===== src/rtl/typec_src_pkg.sv =====
package typec_src_pkg;

  localparam logic [1:0] CC_OPEN = 2'b00;
  localparam logic [1:0] CC_RA   = 2'b01;
  localparam logic [1:0] CC_RD   = 2'b10;

  localparam logic [1:0] RP_DEF  = 2'b00;
  localparam logic [1:0] RP_1A5  = 2'b01;
  localparam logic [1:0] RP_3A0  = 2'b10;

  typedef enum logic [2:0] {
    ST_IDLE   = 3'd0,
    ST_SINK   = 3'd1,
    ST_CABLE  = 3'd2,
    ST_SNKCAB = 3'd3,
    ST_DEBUG  = 3'd4,
    ST_AUDIO  = 3'd5
  } conn_st_e;

  // reserved code folds to open
  function automatic logic [1:0] cc_norm(input logic [1:0] code);
    return (code == 2'b11) ? CC_OPEN : code;
  endfunction

  function automatic logic st_has_vbus(input conn_st_e st);
    return (st == ST_SINK) || (st == ST_SNKCAB);
  endfunction

endpackage


===== src/rtl/cc_pair_decode.sv =====
module cc_pair_decode
  import typec_src_pkg::*;
(
  input  logic [1:0] cc1_code,
  input  logic [1:0] cc2_code,
  output logic [3:0] pair_n,
  output conn_st_e   kind,
  output logic       rd_on_cc2,
  output logic       ra_on_cc2
);

  logic [1:0] n1;
  logic [1:0] n2;

  assign n1     = cc_norm(cc1_code);
  assign n2     = cc_norm(cc2_code);
  assign pair_n = {n1, n2};

  // lone Rd / lone Ra pin position
  assign rd_on_cc2 = (n2 == CC_RD) && (n1 != CC_RD);
  assign ra_on_cc2 = (n2 == CC_RA) && (n1 != CC_RA);

  always_comb begin
    kind = ST_IDLE;
    unique case ({n1, n2})
      {CC_RD, CC_OPEN}, {CC_OPEN, CC_RD}: kind = ST_SINK;
      {CC_RA, CC_OPEN}, {CC_OPEN, CC_RA}: kind = ST_CABLE;
      {CC_RA, CC_RD},   {CC_RD, CC_RA}:   kind = ST_SNKCAB;
      {CC_RD, CC_RD}:                     kind = ST_DEBUG;
      {CC_RA, CC_RA}:                     kind = ST_AUDIO;
      default:                            kind = ST_IDLE;
    endcase
  end

endmodule


===== src/rtl/run_counter.sv =====
module run_counter #(
  parameter int LIMIT = 4
) (
  input  logic clk,
  input  logic rst_n,
  input  logic clr,
  input  logic hold,
  output logic done
);

  localparam int             CW   = $clog2(LIMIT + 1);
  localparam logic [CW-1:0]  LAST = CW'(LIMIT - 1);
  localparam logic [CW-1:0]  SAT  = CW'(LIMIT);

  logic [CW-1:0] cnt_q;
  logic [CW-1:0] cnt_d;
  logic          cnt_en;

  // done on the LIMIT-th consecutive held edge
  assign done = hold && (cnt_q >= LAST);

  always_comb begin
    if (clr || !hold) begin
      cnt_d = '0;
    end else if (cnt_q != SAT) begin
      cnt_d = cnt_q + 1'b1;
    end else begin
      cnt_d = cnt_q;
    end
  end

  assign cnt_en = (cnt_d != cnt_q);

  always_ff @(posedge clk or negedge rst_n) begin
    if (!rst_n) begin
      cnt_q <= '0;
    end else if (cnt_en) begin
      cnt_q <= cnt_d;
    end
  end

endmodule


===== src/rtl/typec_src_fsm.sv =====
module typec_src_fsm
  import typec_src_pkg::*;
(
  input  logic     clk,
  input  logic     rst_n,
  input  conn_st_e kind,
  input  logic     rd_on_cc2,
  input  logic     ra_on_cc2,
  input  logic     cc1_hi,
  input  logic     cc2_hi,
  input  logic     attach_done,
  input  logic     detach_done,
  output conn_st_e state_q,
  output conn_st_e state_d,
  output logic     rd_pin_q,
  output logic     ra_pin_q,
  output logic     attach_elig,
  output logic     detach_cond,
  output logic     change
);

  logic rd_pin_d;
  logic ra_pin_d;
  logic det1;
  logic det2;
  logic st_en;

  // which states may still accept a new attach
  always_comb begin
    attach_elig = 1'b0;
    unique case (state_q)
      ST_IDLE:  attach_elig = (kind != ST_IDLE);
      ST_CABLE: attach_elig = (kind == ST_SNKCAB) && (ra_on_cc2 == ra_pin_q);
      default:  attach_elig = 1'b0;
    endcase
  end

  // pins whose threshold flag can end the current state
  always_comb begin
    det1 = 1'b0;
    det2 = 1'b0;
    unique case (state_q)
      ST_SINK, ST_SNKCAB: begin
        det1 = ~rd_pin_q;
        det2 = rd_pin_q;
      end
      ST_CABLE: begin
        det1 = ~ra_pin_q;
        det2 = ra_pin_q;
      end
      ST_DEBUG, ST_AUDIO: begin
        det1 = 1'b1;
        det2 = 1'b1;
      end
      default: begin
        det1 = 1'b0;
        det2 = 1'b0;
      end
    endcase
  end

  assign detach_cond = (det1 & cc1_hi) | (det2 & cc2_hi);

  always_comb begin
    state_d  = state_q;
    rd_pin_d = rd_pin_q;
    ra_pin_d = ra_pin_q;
    if (detach_done) begin
      state_d  = ST_IDLE;
      rd_pin_d = 1'b0;
      ra_pin_d = 1'b0;
    end else if (attach_done) begin
      state_d  = kind;
      rd_pin_d = rd_on_cc2;
      ra_pin_d = ra_on_cc2;
    end
  end

  assign change = (state_d != state_q);
  assign st_en  = change || (rd_pin_d != rd_pin_q) || (ra_pin_d != ra_pin_q);

  always_ff @(posedge clk or negedge rst_n) begin
    if (!rst_n) begin
      state_q  <= ST_IDLE;
      rd_pin_q <= 1'b0;
      ra_pin_q <= 1'b0;
    end else if (st_en) begin
      state_q  <= state_d;
      rd_pin_q <= rd_pin_d;
      ra_pin_q <= ra_pin_d;
    end
  end

endmodule


===== src/rtl/typec_src_out.sv =====
module typec_src_out
  import typec_src_pkg::*;
(
  input  logic       clk,
  input  logic       rst_n,
  input  conn_st_e   state_q,
  input  conn_st_e   state_d,
  input  logic       rd_pin_q,
  input  logic       ra_pin_q,
  input  logic [1:0] rp_req,
  output logic       vbus_en,
  output logic       vconn_en,
  output logic       vconn_on_cc2,
  output logic       flip,
  output logic       dbg_acc,
  output logic       aud_acc,
  output logic       cable_ra,
  output logic       watch_cc1,
  output logic       watch_cc2,
  output logic [1:0] rp_sel
);

  logic [1:0] rp_q;
  logic [1:0] rp_d;
  logic [1:0] rp_map;
  logic       rp_en;

  assign vbus_en      = st_has_vbus(state_q);
  assign vconn_en     = (state_q == ST_SNKCAB);
  assign vconn_on_cc2 = vconn_en & ra_pin_q;
  assign flip         = vbus_en & rd_pin_q;
  assign dbg_acc      = (state_q == ST_DEBUG);
  assign aud_acc      = (state_q == ST_AUDIO);
  assign cable_ra     = (state_q == ST_CABLE) || (state_q == ST_SNKCAB);
  assign watch_cc1    = vbus_en ? ~rd_pin_q : 1'b1;
  assign watch_cc2    = vbus_en ? rd_pin_q  : 1'b1;

  always_comb begin
    unique case (rp_req)
      RP_1A5:  rp_map = RP_1A5;
      RP_3A0:  rp_map = RP_3A0;
      default: rp_map = RP_DEF;
    endcase
  end

  // raised only once VBUS has been on for an edge, dropped with it
  assign rp_d  = (st_has_vbus(state_q) && st_has_vbus(state_d)) ? rp_map : RP_DEF;
  assign rp_en = (rp_d != rp_q);

  always_ff @(posedge clk or negedge rst_n) begin
    if (!rst_n) begin
      rp_q <= RP_DEF;
    end else if (rp_en) begin
      rp_q <= rp_d;
    end
  end

  assign rp_sel = rp_q;

endmodule


===== src/rtl/typec_src_attach.sv =====
module typec_src_attach
  import typec_src_pkg::*;
#(
  parameter int ATTACH_DEB = 16,
  parameter int TCC_CYC    = 2000
) (
  input  logic       clk,
  input  logic       rst_n,
  input  logic [1:0] cc1_code,
  input  logic [1:0] cc2_code,
  input  logic       cc1_hi,
  input  logic       cc2_hi,
  input  logic [1:0] rp_req,
  output logic       vbus_en,
  output logic       vconn_en,
  output logic       vconn_on_cc2,
  output logic       flip,
  output logic       dbg_acc,
  output logic       aud_acc,
  output logic       cable_ra,
  output logic       watch_cc1,
  output logic       watch_cc2,
  output logic [1:0] rp_sel
);

  localparam int RST_STAGES = 2;

  logic [RST_STAGES-1:0] rst_pipe_q;
  logic                  core_rst_n;

  logic [3:0] pair_n;
  logic [3:0] cand_q;
  logic       cand_en;
  conn_st_e   kind;
  logic       rd_on_cc2;
  logic       ra_on_cc2;
  conn_st_e   state_q;
  conn_st_e   state_d;
  logic       rd_pin_q;
  logic       ra_pin_q;
  logic       attach_elig;
  logic       detach_cond;
  logic       change;
  logic       attach_hold;
  logic       attach_done;
  logic       detach_done;

  // asynchronous assert, synchronous release
  always_ff @(posedge clk or negedge rst_n) begin
    if (!rst_n) begin
      rst_pipe_q <= '0;
    end else begin
      rst_pipe_q <= {rst_pipe_q[RST_STAGES-2:0], 1'b1};
    end
  end
  assign core_rst_n = rst_pipe_q[RST_STAGES-1];

  cc_pair_decode u_dec (
    .cc1_code  (cc1_code),
    .cc2_code  (cc2_code),
    .pair_n    (pair_n),
    .kind      (kind),
    .rd_on_cc2 (rd_on_cc2),
    .ra_on_cc2 (ra_on_cc2)
  );

  // previous sampled pair: equality means "unchanged since last edge"
  assign cand_en = (pair_n != cand_q);
  always_ff @(posedge clk or negedge core_rst_n) begin
    if (!core_rst_n) begin
      cand_q <= '0;
    end else if (cand_en) begin
      cand_q <= pair_n;
    end
  end

  assign attach_hold = attach_elig && (pair_n == cand_q);

  run_counter #(.LIMIT(ATTACH_DEB)) u_att_cnt (
    .clk   (clk),
    .rst_n (core_rst_n),
    .clr   (change),
    .hold  (attach_hold),
    .done  (attach_done)
  );

  run_counter #(.LIMIT(TCC_CYC)) u_det_cnt (
    .clk   (clk),
    .rst_n (core_rst_n),
    .clr   (change),
    .hold  (detach_cond),
    .done  (detach_done)
  );

  typec_src_fsm u_fsm (
    .clk         (clk),
    .rst_n       (core_rst_n),
    .kind        (kind),
    .rd_on_cc2   (rd_on_cc2),
    .ra_on_cc2   (ra_on_cc2),
    .cc1_hi      (cc1_hi),
    .cc2_hi      (cc2_hi),
    .attach_done (attach_done),
    .detach_done (detach_done),
    .state_q     (state_q),
    .state_d     (state_d),
    .rd_pin_q    (rd_pin_q),
    .ra_pin_q    (ra_pin_q),
    .attach_elig (attach_elig),
    .detach_cond (detach_cond),
    .change      (change)
  );

  typec_src_out u_out (
    .clk          (clk),
    .rst_n        (core_rst_n),
    .state_q      (state_q),
    .state_d      (state_d),
    .rd_pin_q     (rd_pin_q),
    .ra_pin_q     (ra_pin_q),
    .rp_req       (rp_req),
    .vbus_en      (vbus_en),
    .vconn_en     (vconn_en),
    .vconn_on_cc2 (vconn_on_cc2),
    .flip         (flip),
    .dbg_acc      (dbg_acc),
    .aud_acc      (aud_acc),
    .cable_ra     (cable_ra),
    .watch_cc1    (watch_cc1),
    .watch_cc2    (watch_cc2),
    .rp_sel       (rp_sel)
  );

endmodule


===== config.mk =====
export PLATFORM = sky130hd
export DESIGN_NAME = typec_src_attach
export DESIGN_NICKNAME = d
export VERILOG_FILES = /design/src/rtl/typec_src_pkg.sv /design/src/rtl/cc_pair_decode.sv /design/src/rtl/run_counter.sv /design/src/rtl/typec_src_fsm.sv /design/src/rtl/typec_src_out.sv /design/src/rtl/typec_src_attach.sv
export SDC_FILE = /design/constraint.sdc
export NUM_CORES = 1
export LEC_CHECK = 0
export CAP_MARGIN = 20
export CORE_ASPECT_RATIO = 1.75
export CORE_UTILIZATION = 49
export DETAILED_ROUTE_END_ITERATION = 12
export DONT_BUFFER_PORTS = 1
export GPL_TIMING_DRIVEN = 0
export PLACE_DENSITY_LB_ADDON = 0.25
export SETUP_SLACK_MARGIN = 0.5
export SLEW_MARGIN = 10
export SYNTH_ARGS = -nofsm -noshare
export SYNTH_HDL_FRONTEND = slang
export SYNTH_SLANG_ARGS = --single-unit

===== constraint.sdc =====
create_clock -name clk -period 2.2 [get_ports clk]
set_clock_uncertainty 0.15 [all_clocks]
set_input_delay 0.33 -clock clk [delete_from_list [all_inputs] [get_ports clk]]
set_output_delay 0.33 -clock clk [all_outputs]
set_load 0.02 [all_outputs]

==> impl_metrics.py <==
metrics = {
    "synth": {
        "synthTopCellsByArea": "dfrtp_1, ha_1, xor2_1",
        "synth_area_mm2": 0.00179,
        "ys_seq_elements": 29,
        "yosys.area_share.simple": 0.252,
        "syn_avg_cell_area_um2": 9.63,
        "synth_warnings": 0,
        "synth_ff_type": "dfrtp_1",
        "synth_cell_type_count": 44,
        "synth.area.mux_share": 0.00559,
        "synth_top_area_frac": 0.405,
        "ys_seq_area_frac": 0.405,
        "synth_enable_flop_cells": 0,
        "synth_compound_area_frac": 0.137,
        "synth_largest_area_cell": "dfrtp_1",
        "synth.most_common_cell": "dfrtp_1",
        "synth_fp_nets": 205,
        "async_flop_share": 1.00,
        "synth_common_cells": "dfrtp_1, nor2_1, inv_1, xor2_1",
        "synth_xor_area_frac": 0.0832,
        "synth_cells": 186,
        "synthAdderAreaFrac": 0.0629,
        "synth_top_family_by_area": "simple AND/OR/NAND/NOR gates",
    },
    "cts": {
        "cts_tree": "built",
        "cts_made_buffers": 5,
        "path_clk_slew_ns": 0.06,
        "htreeDepth": 2,
        "clockBufferDepth": 2,
        "cts-root-buf": "clkbuf_8",
        "clk_latency_ns": 0.28,
        "cts.sinks": 29,
    },
    "global_route": {
        "overflow": 0,
        "antenna_found_initial": 0,
        "grt_max_degree": 28,
        "grt_pass1_vias": 1524,
        "track_usage": 0.243,
        "grt_pass1_wl_mm": 6.64,
    },
    "place": {
        "dpl_cell_area_mm2": 0.00192,
        "dp_worst_setup_slack_ns": -0.138,
        "routabilityCongestion": 0.890,
        "hpwl_mm": 2.77,
        "dp_cells": 231,
        "port_buffers": 0,
    },
    "worst_setup_path": {
        "path_class": "reg -> reg",
        "rr_startpoint": "u_fsm.state_q[2]$_DFFE_PN0P_",
        "worst-path-max-fanout": 5,
        "critPathCaptureType": "register",
        "worst_ep_arrival_time_ns": 2.19,
        "critPathRequiredTime_ns": 2.26,
        "reg2reg_depth": 6,
        "r2r_setup_slack_ns": 0.06,
        "startpoint_type": "register",
        "endpoint": "u_fsm.ra_pin_q$_DFFE_PN0P_",
        "rr_endpoint": "u_fsm.ra_pin_q$_DFFE_PN0P_",
        "crit_start": "u_fsm.state_q[2]$_DFFE_PN0P_",
    },
    "timing": {
        "setup_viol": 0,
        "timing.final.crit_share": 0.971,
        "drv_slew": 0,
        "grt_setup_unrepaired": "true",
        "min_period_ns": 2.14,
        "max_freq_mhz": 468,
        "holdWs_ns": 0.0679,
        "maxSlewHeadroom": 0.586,
        "hold_viol": 0,
        "fin_ws_ns": 0.0646,
        "tightest_slew_ns": 0.621,
    },
    "floorplanning": {
        "start_util": 0.522,
        "fp.dieW_um": 47.7,
        "placementRows": 28,
        "core_mm2": 0.00343,
        "die_area_mm2": 0.00391,
        "die-height_um": 82.0,
        "ios": 21,
    },
    "final_layout": {
        "drive_above_1_share": 0.400,
        "nNetsFinal": 239,
        "final_cell_area_mm2": 0.00243,
        "syn2layout_area_growth_pct": 36.0,
        "diodes": 0,
        "stdcell_count": 265,
    },
    "outcome": {
        "run_status": "finished clean",
    },
    "hold_path": {
        "min_path_type": "in -> reg",
    },
    "route": {
        "drc": 0,
        "drtIter0Drc": 28,
        "routed_wl_mm": 4.41,
        "wl_per_cell_um": 16.6,
        "post_drt_via_cell_ratio": 5.94,
        "firstDrtPassIters": 4,
        "via_count": 1575,
        "ant_nets": 0,
    },
    "pwr": {
        "p_leak_nw": 1.00,
        "ir_drop_v": 0.000321,
        "p_per_area_mw_per_mm2": 457,
    },
    "run": {
        "cap_violations": 0,
    },
}
where the power goes:
group / internal [mW] / total (mW) / switching (mW)
Combinational: 0.0597 / 0.120 / 0.0600
Sequential: 0.541 / 0.554 / 0.0131
Clock: 0.248 / 0.440 / 0.193
Total: 0.848 / 1.11 / 0.266
cell usage in the layout (no fill, tap or decap), types with 3 or more instances in the layout:
cell,instances
nor3_1,3
dfrtp_2,3
nand4_1,3
nand3_1,5
ha_4,3
ha_2,3
clkbuf_8,6
xor2_1,10
nor2b_4,3
buf_6,7
nand2_1,7
o21ai_1,4
o21a_1,3
clkbuf_1,3
ha_1,3
a21oi_2,4
inv_1,7
o211ai_1,4
nor2_1,17
buf_4,20
nand3b_1,6
dlygate4sd3_1,3
xnor2_1,6
and3_1,4
dfrtp_1,26
flip-flops by register name (all words and copies together) (netlist names):
signal	flops
u_out.rp_sel	2
u_det_cnt.cnt_q	11
rst_pipe_q	2
cand_q	4
u_fsm.state_q	3
u_fsm.rd_pin_q	1
u_fsm.ra_pin_q	1
u_att_cnt.cnt_q	5
logic make-up after synthesis:
logic type | Yosys count
multiplexers | 1
XOR/XNOR | 17
other | 1
buffers and inverters | 18
flip-flops | 29
adder cells (fa/ha/maj) | 9
AND/OR/NAND/NOR | 79
AO/OA/AOI/OAI | 32
metal layers:
metal | up-vias | global-route usage | part of all wire
met5 | - | 0 | 0
met1 | 794 | 0.233 | 0.35
met4 | 0 | 0.131 | 0.042
met2 | 43 | 0.435 | 0.58
li1 | 722 | - | -
met3 | 16 | 0.0659 | 0.028
metrics by stage:
stage / power [mW] / TNS [ns] / util
after global placement: 0.645 / -0.0449 / 0.560
after global routing: 1.14 / -0.0152 / 0.709
after CTS: 1.11 / 0 / 0.675
final: 1.11 / 0 / 0.709
after floorplan: 0.630 / 0 / -
after detailed placement: 0.648 / -0.194 / 0.560
worst min path at each step:
stage              start                     endpoint  slack, ns  depth (start not counted)
3_5_place_dp       rst_n      rst_pipe_q[0]$_DFF_PN0_      -0.12                          0
2_1_floorplan      rst_n      rst_pipe_q[0]$_DFF_PN0_      -0.12                          0
4_1_cts        rp_req[0]  u_out.rp_sel[0]$_DFFE_PN0P_       0.07                          1
6_report       rp_req[0]  u_out.rp_sel[0]$_DFFE_PN0P_       0.07                          1
5_1_grt        rp_req[0]  u_out.rp_sel[0]$_DFFE_PN0P_       0.07                          1
3_3_place_gp       rst_n      rst_pipe_q[0]$_DFF_PN0_      -0.12                          0
final cells by class:
type / instances / area, um^2
buffer: 8 / 71.3
clock buffer: 7 / 86.3
fill: 251 / 998
inverter: 10 / 40.0
multi-input combinational: 139 / 1210
sequential: 29 / 729
tap: 45 / 56.3
timing repair buffer: 27 / 238
worst max-delay path: stages (launching register included):
cell and delay, ns:
dfrtp_2 0.44, nor2b_4 0.25, nand3_2 0.12, o31a_1 0.32, buf_6 0.14, or4b_4 0.52
a21oi_2 0.13
timing repair:
| item | 4_1_cts | 5_1_grt |
|---|---|---|
| setup endpoints to repair | 30 | 30 |
| setup buffers | 17 | 7 |
| endpoints found under the hold margin | 4 | 0 |
| pin swaps | 16 | 18 |
| gates resized for setup | 34 | 18 |
| hold buffers | 3 | 0 |
(Power assumes the default switching activity.)
